## src/rtl/tw_ctrl_pkg.sv

```systemverilog
package tw_ctrl_pkg;

    localparam logic [5:0] DEV_ID_HI = 6'b100001;

    localparam logic [2:0] FN_MODE = 3'b000;
    localparam logic [2:0] FN_MUTE = 3'b001;
    localparam logic [2:0] FN_TEST = 3'b010;
    localparam logic [2:0] FN_SEP  = 3'b100;

    typedef enum logic [2:0] {
        ST_IDLE,
        ST_RX,
        ST_ACK,
        ST_TX,
        ST_MACK,
        ST_HOLD
    } link_st_e;

    function automatic logic [7:0] status_byte(input logic [1:0] det);
        case (det)
            2'b00:   return 8'h03;
            2'b01:   return 8'h06;
            2'b10:   return 8'h09;
            default: return 8'h00;
        endcase
    endfunction

endpackage

```

## src/rtl/tw_bus_sync.sv

```systemverilog
module tw_bus_sync #(
    parameter int STAGES = 2
) (
    input  logic clk,
    input  logic rst_n,
    input  logic scl_i,
    input  logic sda_i,
    output logic sda_o,
    output logic scl_rise_o,
    output logic scl_fall_o,
    output logic start_o,
    output logic stop_o
);
    typedef struct packed {
        logic [STAGES-1:0] scl_sr;
        logic [STAGES-1:0] sda_sr;
        logic              scl_prev;
        logic              sda_prev;
    } sync_t;

    sync_t q, d;
    logic  scl_now, sda_now;

    assign scl_now = q.scl_sr[STAGES-1];
    assign sda_now = q.sda_sr[STAGES-1];

    generate
        if (STAGES > 1) begin : g_chain
            always_comb begin
                d          = q;
                d.scl_sr   = {q.scl_sr[STAGES-2:0], scl_i};
                d.sda_sr   = {q.sda_sr[STAGES-2:0], sda_i};
                d.scl_prev = scl_now;
                d.sda_prev = sda_now;
            end
        end else begin : g_single
            always_comb begin
                d          = q;
                d.scl_sr   = scl_i;
                d.sda_sr   = sda_i;
                d.scl_prev = scl_now;
                d.sda_prev = sda_now;
            end
        end
    endgenerate

    always_ff @(posedge clk or negedge rst_n) begin
        if (!rst_n) q <= '1;
        else        q <= d;
    end

    assign sda_o      = sda_now;
    assign scl_rise_o = scl_now & ~q.scl_prev;
    assign scl_fall_o = ~scl_now & q.scl_prev;
    assign start_o    = scl_now & q.scl_prev & q.sda_prev & ~sda_now;
    assign stop_o     = scl_now & q.scl_prev & ~q.sda_prev & sda_now;

endmodule

```

## src/rtl/tw_link_fsm.sv

```systemverilog
module tw_link_fsm
    import tw_ctrl_pkg::*;
#(
    parameter int VAL_W = 5
) (
    input  logic             clk,
    input  logic             rst_n,
    input  logic             sda_i,
    input  logic             scl_rise_i,
    input  logic             scl_fall_i,
    input  logic             start_i,
    input  logic             stop_i,
    input  logic             addr_sel_i,
    input  logic [1:0]       det_mode_i,
    output logic             sda_pull_o,
    output logic             wr_stb_o,
    output logic [2:0]       wr_func_o,
    output logic [VAL_W-1:0] wr_val_o
);
    typedef struct packed {
        link_st_e   st;
        logic [1:0] byte_idx;
        logic [2:0] bit_cnt;
        logic       full;
        logic [7:0] shreg;
        logic       rw;
        logic [2:0] func;
        logic       pull;
        logic       wr_stb;
    } link_t;

    link_t      q, d;
    logic [6:0] dev_addr;

    assign dev_addr = {DEV_ID_HI, ~addr_sel_i};

    always_comb begin
        d        = q;
        d.wr_stb = 1'b0;
        if (start_i) begin
            d.st       = ST_RX;
            d.byte_idx = 2'd0;
            d.bit_cnt  = 3'd0;
            d.full     = 1'b0;
            d.pull     = 1'b0;
        end else if (stop_i) begin
            d.st   = ST_IDLE;
            d.full = 1'b0;
            d.pull = 1'b0;
        end else begin
            case (q.st)
                ST_RX: begin
                    if (scl_rise_i) begin
                        d.shreg   = {q.shreg[6:0], sda_i};
                        d.bit_cnt = q.bit_cnt + 3'd1;
                        if (q.bit_cnt == 3'd7) d.full = 1'b1;
                    end else if (scl_fall_i && q.full) begin
                        d.full = 1'b0;
                        if (q.byte_idx == 2'd0) begin
                            if (q.shreg[7:1] == dev_addr) begin
                                d.rw   = q.shreg[0];
                                d.pull = 1'b1;
                                d.st   = ST_ACK;
                            end else begin
                                d.st = ST_HOLD;
                            end
                        end else begin
                            if (q.byte_idx == 2'd1) d.func   = q.shreg[7:5];
                            else                    d.wr_stb = 1'b1;
                            d.pull = 1'b1;
                            d.st   = ST_ACK;
                        end
                    end
                end
                ST_ACK: begin
                    if (scl_fall_i) begin
                        d.pull     = 1'b0;
                        d.byte_idx = q.byte_idx + 2'd1;
                        d.bit_cnt  = 3'd0;
                        if (q.byte_idx == 2'd1 && q.rw) begin
                            d.st    = ST_TX;
                            d.shreg = status_byte(det_mode_i);
                            d.pull  = ~d.shreg[7];
                        end else if (q.byte_idx == 2'd2) begin
                            d.st = ST_HOLD;
                        end else begin
                            d.st = ST_RX;
                        end
                    end
                end
                ST_TX: begin
                    if (scl_fall_i) begin
                        if (q.bit_cnt == 3'd7) begin
                            d.pull = 1'b0;
                            d.st   = ST_MACK;
                        end else begin
                            d.shreg   = {q.shreg[6:0], 1'b0};
                            d.bit_cnt = q.bit_cnt + 3'd1;
                            d.pull    = ~d.shreg[7];
                        end
                    end
                end
                ST_MACK: if (scl_fall_i) d.st = ST_HOLD;
                default: ;
            endcase
        end
    end

    always_ff @(posedge clk or negedge rst_n) begin
        if (!rst_n) q <= '{st: ST_IDLE, default: '0};
        else        q <= d;
    end

    assign sda_pull_o = q.pull;
    assign wr_stb_o   = q.wr_stb;
    assign wr_func_o  = q.func;
    assign wr_val_o   = q.shreg[7 -: VAL_W];


    start_restart_chk: assert property (@(posedge clk) disable iff (!rst_n)
        start_i |=> (q.st == ST_RX && q.bit_cnt == 3'd0 && q.byte_idx == 2'd0 && !sda_pull_o));


    stop_release_chk: assert property (@(posedge clk) disable iff (!rst_n)
        (stop_i && !start_i) |=> (!sda_pull_o && q.st == ST_IDLE));


    write_on_third_chk: assert property (@(posedge clk) disable iff (!rst_n)
        wr_stb_o |-> (!q.rw && q.byte_idx == 2'd2 && sda_pull_o));

endmodule

```

## src/rtl/tw_func_regs.sv

```systemverilog
module tw_func_regs
    import tw_ctrl_pkg::*;
#(
    parameter int VAL_W = 5
) (
    input  logic             clk,
    input  logic             rst_n,
    input  logic             wr_stb_i,
    input  logic [2:0]       wr_func_i,
    input  logic [VAL_W-1:0] wr_val_i,
    output logic [1:0]       mode_o,
    output logic             mute_o,
    output logic             test_o,
    output logic [VAL_W-1:0] sep_o
);
    localparam logic [VAL_W-1:0] SEP_RST = 1 << (VAL_W - 1);

    typedef struct packed {
        logic [1:0]       mode;
        logic             mute;
        logic             test;
        logic [VAL_W-1:0] sep;
    } regs_t;

    regs_t q, d;

    always_comb begin
        d = q;
        if (wr_stb_i) begin
            case (wr_func_i)
                FN_MODE: d.mode = wr_val_i[VAL_W-1 -: 2];
                FN_MUTE: d.mute = wr_val_i[VAL_W-1];
                FN_TEST: d.test = wr_val_i[VAL_W-1];
                FN_SEP:  d.sep  = wr_val_i;
                default: ;
            endcase
        end
    end

    always_ff @(posedge clk or negedge rst_n) begin
        if (!rst_n) q <= '{mode: 2'b00, mute: 1'b0, test: 1'b0, sep: SEP_RST};
        else        q <= d;
    end

    assign mode_o = q.mode;
    assign mute_o = q.mute;
    assign test_o = q.test;
    assign sep_o  = q.sep;


    mode_load_chk: assert property (@(posedge clk) disable iff (!rst_n)
        (wr_stb_i && wr_func_i == FN_MODE) |=> mode_o == $past(wr_val_i[VAL_W-1 -: 2]));


    sep_load_chk: assert property (@(posedge clk) disable iff (!rst_n)
        (wr_stb_i && wr_func_i == FN_SEP) |=> sep_o == $past(wr_val_i));


    bad_func_chk: assert property (@(posedge clk) disable iff (!rst_n)
        (wr_stb_i && (wr_func_i == 3'b011 || wr_func_i[2:1] == 2'b11 || wr_func_i == 3'b101))
        |=> ($stable(mode_o) && $stable(mute_o) && $stable(test_o) && $stable(sep_o)));


    hold_chk: assert property (@(posedge clk) disable iff (!rst_n)
        !wr_stb_i |=> ($stable(mode_o) && $stable(mute_o) && $stable(test_o) && $stable(sep_o)));

endmodule

```

## src/rtl/tw_ctrl_regs.sv

```systemverilog
module tw_ctrl_regs
    import tw_ctrl_pkg::*;
#(
    parameter int SYNC_STAGES = 2,
    parameter int SEP_W       = 5
) (
    input  logic             clk,
    input  logic             rst_n,
    input  logic             scl_i,
    input  logic             sda_i,
    input  logic             addr_sel_i,
    input  logic [1:0]       det_mode_i,
    output logic             sda_pull_o,
    output logic [1:0]       mode_o,
    output logic             mute_o,
    output logic             test_o,
    output logic [SEP_W-1:0] sep_adj_o
);
    logic             sda_s, scl_rise, scl_fall, start_ev, stop_ev;
    logic             wr_stb;
    logic [2:0]       wr_func;
    logic [SEP_W-1:0] wr_val;

    tw_bus_sync #(.STAGES(SYNC_STAGES)) u_sync (
        .clk        (clk),
        .rst_n      (rst_n),
        .scl_i      (scl_i),
        .sda_i      (sda_i),
        .sda_o      (sda_s),
        .scl_rise_o (scl_rise),
        .scl_fall_o (scl_fall),
        .start_o    (start_ev),
        .stop_o     (stop_ev)
    );

    tw_link_fsm #(.VAL_W(SEP_W)) u_link (
        .clk        (clk),
        .rst_n      (rst_n),
        .sda_i      (sda_s),
        .scl_rise_i (scl_rise),
        .scl_fall_i (scl_fall),
        .start_i    (start_ev),
        .stop_i     (stop_ev),
        .addr_sel_i (addr_sel_i),
        .det_mode_i (det_mode_i),
        .sda_pull_o (sda_pull_o),
        .wr_stb_o   (wr_stb),
        .wr_func_o  (wr_func),
        .wr_val_o   (wr_val)
    );

    tw_func_regs #(.VAL_W(SEP_W)) u_regs (
        .clk       (clk),
        .rst_n     (rst_n),
        .wr_stb_i  (wr_stb),
        .wr_func_i (wr_func),
        .wr_val_i  (wr_val),
        .mode_o    (mode_o),
        .mute_o    (mute_o),
        .test_o    (test_o),
        .sep_o     (sep_adj_o)
    );

endmodule

```

## config.mk

```make
export PLATFORM = sky130hd
export DESIGN_NAME = tw_ctrl_regs
export DESIGN_NICKNAME = d
export VERILOG_FILES = /design/src/rtl/tw_ctrl_pkg.sv /design/src/rtl/tw_bus_sync.sv /design/src/rtl/tw_link_fsm.sv /design/src/rtl/tw_func_regs.sv /design/src/rtl/tw_ctrl_regs.sv
export SDC_FILE = /design/constraint.sdc
export NUM_CORES = 1
export LEC_CHECK = 0
export BUFFER_PORTS_ARGS = -buffer_cell sky130_fd_sc_hd__buf_2
export CELL_PAD_IN_SITES_DETAIL_PLACEMENT = 0
export CELL_PAD_IN_SITES_GLOBAL_PLACEMENT = 2
export CORE_MARGIN = 2
export CORE_UTILIZATION = 39
export DETAILED_ROUTE_END_ITERATION = 6
export HOLD_SLACK_MARGIN = 0.15
export PLACE_DENSITY_LB_ADDON = 0.1
export SETUP_SLACK_MARGIN = 0.15
export SLEW_MARGIN = 20
export SYNTH_ARGS = -nofsm -noshare
export SYNTH_HDL_FRONTEND = slang
export SYNTH_SLANG_ARGS = --single-unit
```

## constraint.sdc

```tcl
create_clock -name clk -period 2.4 [get_ports clk]
set_clock_uncertainty 0.05 [all_clocks]
set_input_delay 0.48 -clock clk [delete_from_list [all_inputs] [get_ports clk]]
set_output_delay 0.48 -clock clk [all_outputs]
set_load 0.01 [all_outputs]
```

==> results of run 1 <==
logic make-up after synthesis:
| family | after synthesis |
|---|---|
| mux | 26 |
| simple gates | 57 |
| compound gates | 23 |
| flops | 38 |
| xor+xnor | 4 |
| fa+ha+maj | 5 |
| buf+inv | 17 |
layout make-up:
type                    instances  share of cell area
well taps                      67              0.0376
multi-input cells             115               0.407
clock inverters                 3              0.0202
inverters                      10              0.0169
repair buffers                 22              0.0562
flip-flops and latches         38               0.431
clock buffers                   5              0.0309
cell usage after synthesis, drive strengths merged (2+ instances only):
cell type / n
a21oi: 3
a21o: 2
ha: 5
inv: 10
o21ai: 4
mux2: 18
clkbuf: 2
mux2i: 8
nand2b: 3
xnor2: 3
nor3b: 8
buf: 5
dfrtp: 31
nand3: 3
nor3: 9
or2: 2
nor2b: 2
nor2: 6
a31oi: 5
dfstp: 7
nand2: 16
sequential cells by signal, indices dropped and copies added (netlist names):
signal / cells
u_regs.sep_o: 5
u_sync.d: 3
u_sync.q: 2
u_regs.mute_o: 1
u_link.sda_pull_o: 1
u_link.wr_val_o: 5
u_regs.test_o: 1
u_link.wr_func_o: 3
u_link.q: 13
u_link.wr_stb_o: 1
u_sync.sda_o: 1
u_regs.mode_o: 2
per-layer routing:
layer | vias to the layer above | GRT usage | wire (um)
li1 | 647 | - | -
met1 | 649 | 0.211 | 1890
met2 | 22 | 0.257 | 1890
met3 | 8 | 0.0420 | 120
met4 | 0 | 0.0714 | 70
met5 | - | 0 | 0
how the worst min path moves through the flow:
stage | slack (ns) | to
CTS | 0.22 | u_sync.d[5]$_DFF_PN1_
global route | 0.22 | u_sync.d[5]$_DFF_PN1_
finish | 0.23 | u_sync.d[5]$_DFF_PN1_
global placement | 0.30 | u_sync.sda_o$_DFF_PN1_
floorplan | 0.13 | u_link.q[14]$_DFFE_PN0P_
detailed placement | 0.30 | u_sync.d[1]$_DFF_PN1_
critical path: cells and delay by family (launching register included):
kind,cells,cell delay (ns)
AO/OA/AOI/OAI,2,0.59
multiplexers,1,0.20
adder cells (fa/ha/maj),2,0.43
flip-flops,1,0.40
AND/OR/NAND/NOR,1,0.12
buffers and inverters,1,0.24
through the flow:
step                      total power [mW]  cell area, um^2  std cells
after CTS                             2.31             2230        260
after global placement                1.73             2110        252
final                                 2.28             2230        260
after detailed placement              1.75             2110        252
after floorplan                       1.54             1940        170
after global routing                  2.45             2230        260
power by group:
| group | internal [mW] | switching, mW | total [mW] |
|---|---|---|---|
| sequential | 0.793 | 0.181 | 0.975 |
| combinational | 0.369 | 0.386 | 0.755 |
| clock | 0.309 | 0.241 | 0.550 |
| total | 1.47 | 0.809 | 2.28 |
cell usage in the layout (no fill, tap or decap), types with 2 or more instances in the layout:
master and n:
nand3_1 3, buf_4 6, buf_2 16, or2_2 2, o21ai_0 4, clkinvlp_4 2
dfstp_2 7, xnor2_1 3, mux2i_1 8, a31oi_1 4, a21o_1 2, ha_1 5
nor3b_1 7, mux2_2 18, nand2b_1 3, nor3_1 9, nand2_1 16, dfrtp_1 31
nor2_1 6, a21oi_1 3, inv_1 10, clkbuf_8 5
==> flow_metrics.tcl, run 1 <==
set metrics [dict create \
    synth.area.top_cells "dfrtp_1, mux2_2, dfstp_2" \
    dpl.hpwl_mm 2.87 \
    drc_errors 0 \
    yosysTopAreaCell "dfrtp_1" \
    r2r_start "u_link.q[15]$_DFFE_PN0P_" \
    crit_top_cell "ha_1" \
    clock.fmax_ghz 0.472 \
    worstSetupStartpointType "register" \
    die_h_um 74.6 \
    dieWidth_um 74.6 \
    hold_viol 0 \
    rows 25 \
    drtIter0Drc 66 \
    yosysSeqAreaShare 0.494 \
    end_kind "register" \
    firstDrtPassIters 4 \
    crit_path_end "u_link.wr_val_o[2]$_DFFE_PN0P_" \
    cts_setup_buffers 0 \
    crit_type "register to register" \
    cts-root-buf "clkbuf_8" \
    drive_above_1_share 0.326 \
    clk_path_buf_depth 2 \
    worstPathRequired_ns 2.56 \
    rr_worst_depth 7 \
    grt_use_total 0.163 \
    dieArea_mm2 0.00556 \
    start_util 0.408 \
    final-setup-viol-count 0 \
    first_global_vias 1359 \
    fin_crit_ns 2.12 \
    synth_edf_count 0 \
    rsz0062_at_grt "false" \
    async_flop_share 1.00 \
    maxCapViolCount 0 \
    place_congestion 0.797 \
    synth_top_family_by_area "simple AND/OR/NAND/NOR gates" \
    arrival_ns 2.28 \
    holdBufCountCts 0 \
    cp_cell_sequence "ha_1 > ha_1 > nand2_1 > a31oi_4 > a2111oi_4 > buf_4 > mux2i_1" \
    syn-num-nets 182 \
    worst_skew_pair.late_latency_ns 0.29 \
    cts_buffers 5 \
    r2r_end "u_link.wr_val_o[2]$_DFFE_PN0P_" \
    areaGrowthSynthToFinish_pct 14.7 \
    place_ws_ns 0.285 \
    routed_via_density 5.10 \
    period_share 0.883 \
    synth-compound-area-share 0.101 \
    multiInputGateArea_um2 907 \
    gr-total-overflow 0 \
    crit_path_top_delay_cell "a2111oi_4" \
    fin_util 0.468 \
    wl_per_cell_um 15.3 \
    clock-sinks 38 \
    synth-adder-area-share 0.0322 \
    cts_max_level 2 \
    fp.coreArea_mm2 0.00475 \
    hold_path_class "primary input to register" \
    grt_pass1_wl_mm 6.71 \
    portBuffers 16 \
    synth-seq-cells 38 \
    tightest_slew_ns 0.857 \
    power_density_mw_per_mm2 1020 \
    grt_max_degree 39 \
    tns_ns 0 \
    outcome "finished, final reports clean" \
    ys_types 43 \
    cts_resized 0 \
    startpoint "u_link.q[15]$_DFFE_PN0P_" \
    cts_tree "done" \
    yosysWarnings 0 \
    seqCellArea_um2 960 \
    critPathMaxStageDelay_ns 0.48 \
    synth_simple_gate_area_frac 0.170 \
    syn_inst 170 \
    antenna_found_initial 0 \
    vias 1326 \
    hold_ws_ns 0.229 \
    avgSynthCellArea_um2 11.4 \
    ant_nets 0 \
    totalWireLength_mm 3.97 \
    r2r_slack_ns 0.28 \
    drv_slew 0 \
    min_from "scl_i" \
    io_pins 17 \
    nets 204 \
    min_delay_path_depth 1 \
    slew_headroom 0.429 \
    synth_top_flop_cell "dfrtp_1" \
    synth.top_cell.area_share 0.399 \
    path_clk_slew_ns 0.08 \
    irDropWorstVdd_mv 0.446 \
    n_antenna_cell 0 \
    netlist_area_mm2 0.00194 \
    fin_ws_ns 0.280 \
    worst-path-max-fanout 5 \
    p_leak_nw 1.01 \
    synth_xor_area_frac 0.0180 \
    fill_cells 471 \
    synthMuxAreaShare 0.146 \
]
(Power assumes the default switching activity.)
==> inputs of run 2 (changes only) <==
Settings changed: CORE_UTILIZATION 39 to 35, MAX_ROUTING_LAYER set to met4.
Clock period 2.4 ns to 1.8 ns, I/O delays scaled along.
==> run 2 against run 1 <==
Against the previous run:
- wire length rose by 12%
- non-clock buffer count increased by 30
- maximum frequency rose by 19%
- sequential cell count unchanged
- largest cell class is now multi-input gates
- largest power group is now combinational logic
==> flow_metrics.tcl, run 2 (synthesized netlist as in run 1, its figures left out) <==
set metrics [dict create \
    outcome "finished, final reports clean" \
    layout_commonest_cell "dfrtp_1" \
    crit_path_end "u_link.wr_func_o[2]$_DFFE_PN0P_" \
    final_cell_count_no_fill 295 \
    power_density_mw_per_mm2 1310 \
    rows 27 \
    drive_above_1_share 0.489 \
    rsz0062_at_grt "true" \
    use_met1 0.227 \
    cts_max_level 2 \
    path_clk_slew_ns 0.08 \
    hold_viol 0 \
    use_met3 0.0345 \
    crit_type "register to register" \
    fill_cells 519 \
    grt_max_degree 21 \
    clock.fmax_ghz 0.560 \
    die_h_um 78.5 \
    period_share 0.991 \
    seqPwrFrac 0.361 \
    portBuffers 16 \
    combinationalPowerShare 0.459 \
    drtIter0Drc 99 \
    n_antenna_cell 0 \
    fp.coreArea_mm2 0.00544 \
    areaGrowthSynthToFinish_pct 36.1 \
    dieArea_mm2 0.00616 \
    drv_slew 0 \
    power_switching_share 0.366 \
    ant_nets 0 \
    drc_errors 0 \
    clock-sinks 38 \
    cts_tree "done" \
    clk_path_buf_depth 2 \
    tightest_slew_ns 0.494 \
    hold_ws_ns 0.309 \
    switchingPower_mw 1.27 \
    worst-path-max-fanout 5 \
    dpl.hpwl_mm 3.23 \
    nets 234 \
    gr-total-overflow 0 \
    antenna_found_initial 0 \
    busiest_layer "met2" \
    dp.cells 279 \
    hold_path_class "register to register" \
    fin_util 0.486 \
    fin_crit_ns 1.78 \
    firstDrtPassIters 4 \
    largest_reg_flops 13 \
    tns_ns 0 \
    irDropWorstVdd_mv 0.562 \
    io_pins 17 \
    slew_headroom 0.671 \
    final_cell_mix "dfrtp_1, buf_4, buf_2" \
    grt_pass1_wl_mm 7.82 \
    first_global_vias 1583 \
    grt_use_total 0.168 \
    r2r_start "u_sync.q[1]$_DFF_PN1_" \
    maxCapViolCount 0 \
    vias 1464 \
    place_congestion 0.837 \
    cts-root-buf "clkbuf_8" \
    totalWireLength_mm 4.43 \
    worstPathRequired_ns 1.93 \
    worst_skew_pair.late_latency_ns 0.29 \
    worstSetupStartpointType "register" \
    globalRouteMet2Util 0.249 \
    routed_via_density 4.96 \
    r2r_slack_ns 0.02 \
    end_kind "register" \
    power.share.clock 0.180 \
    cts_buffers 5 \
    start_util 0.357 \
    wl_per_cell_um 15.0 \
    p_leak_nw 1.21 \
    rr_worst_depth 5 \
    internal_power_mw 2.19 \
    final-setup-viol-count 0 \
    startpoint "u_sync.q[1]$_DFF_PN1_" \
    r2r_end "u_link.wr_func_o[2]$_DFFE_PN0P_" \
    regMostFlops "u_link.q" \
    dieWidth_um 78.5 \
    arrival_ns 1.92 \
]
-- run 2: metal layers --
| metal | share of wire | vias up |
|---|---|---|
| li1 | - | 705 |
| met1 | 0.48 | 726 |
| met2 | 0.47 | 25 |
| met3 | 0.037 | 8 |
| met4 | 0.014 | 0 |
| met5 | 0 | - |
-- run 2: timing repair --
action                     4_1_cts  5_1_grt
hold endpoints to repair        15        0
setup endpoints to repair       19       18
gates resized for setup         27        9
pin swaps                       15        4
hold buffers                     3        0
setup buffers                    5        0
-- run 2: per-stage QoR --
step	worst slack, ns	cell area (um^2)	total power, mW
2_1_floorplan	-0.268	1960	2.07
3_3_place_gp	-0.0707	2320	2.56
3_5_place_dp	-0.0967	2320	2.61
4_1_cts	0.0324	2590	3.39
5_1_grt	-0.0471	2640	3.73
6_report	0.0157	2640	3.46
-- run 2: how the worst min path moves through the flow --
stage | start | endpoint | slack, ns | cells after the start
after global routing | u_sync.d[5]$_DFF_PN1_ | u_sync.d[1]$_DFF_PN1_ | 0.31 | 0
after CTS | u_sync.d[5]$_DFF_PN1_ | u_sync.d[1]$_DFF_PN1_ | 0.31 | 0
after detailed placement | rst_n | u_regs.mute_o$_DFFE_PN0P_ | 0.30 | 1
after global placement | rst_n | u_regs.mute_o$_DFFE_PN0P_ | 0.30 | 1
final | u_sync.d[5]$_DFF_PN1_ | u_sync.d[1]$_DFF_PN1_ | 0.31 | 0
after floorplan | rst_n | u_link.q[14]$_DFFE_PN0P_ | 0.01 | 0
-- run 2: critical path, stage by stage (launching register included) --
cell and delay [ns]:
dfstp_2 0.57, nor3b_4 0.21, nand4b_1 0.20, nor3b_2 0.19
buf_4 0.15, mux2_4 0.29
-- run 2: area by class of cell --
| type | instances | area [um^2] | area share |
|---|---|---|---|
| timing repair buffer | 52 | 402 | 0.152 |
| clock inverter | 2 | 12.5 | 0.00473 |
| clock buffer | 6 | 82.6 | 0.0313 |
| sequential | 38 | 960 | 0.363 |
| inverter | 10 | 37.5 | 0.0142 |
| multi-input combinational | 115 | 1060 | 0.401 |
| tap | 72 | 90.1 | 0.0341 |
-- run 2: power groups by stage --
stage               logic (mW)  registers, mW  clock network, mW
detailed placement        1.36           1.24                  0
finish                    1.59           1.25              0.623
floorplan                0.863           1.21                  0
global placement          1.33           1.24                  0
global route              1.76           1.28              0.692
CTS                       1.50           1.25              0.644
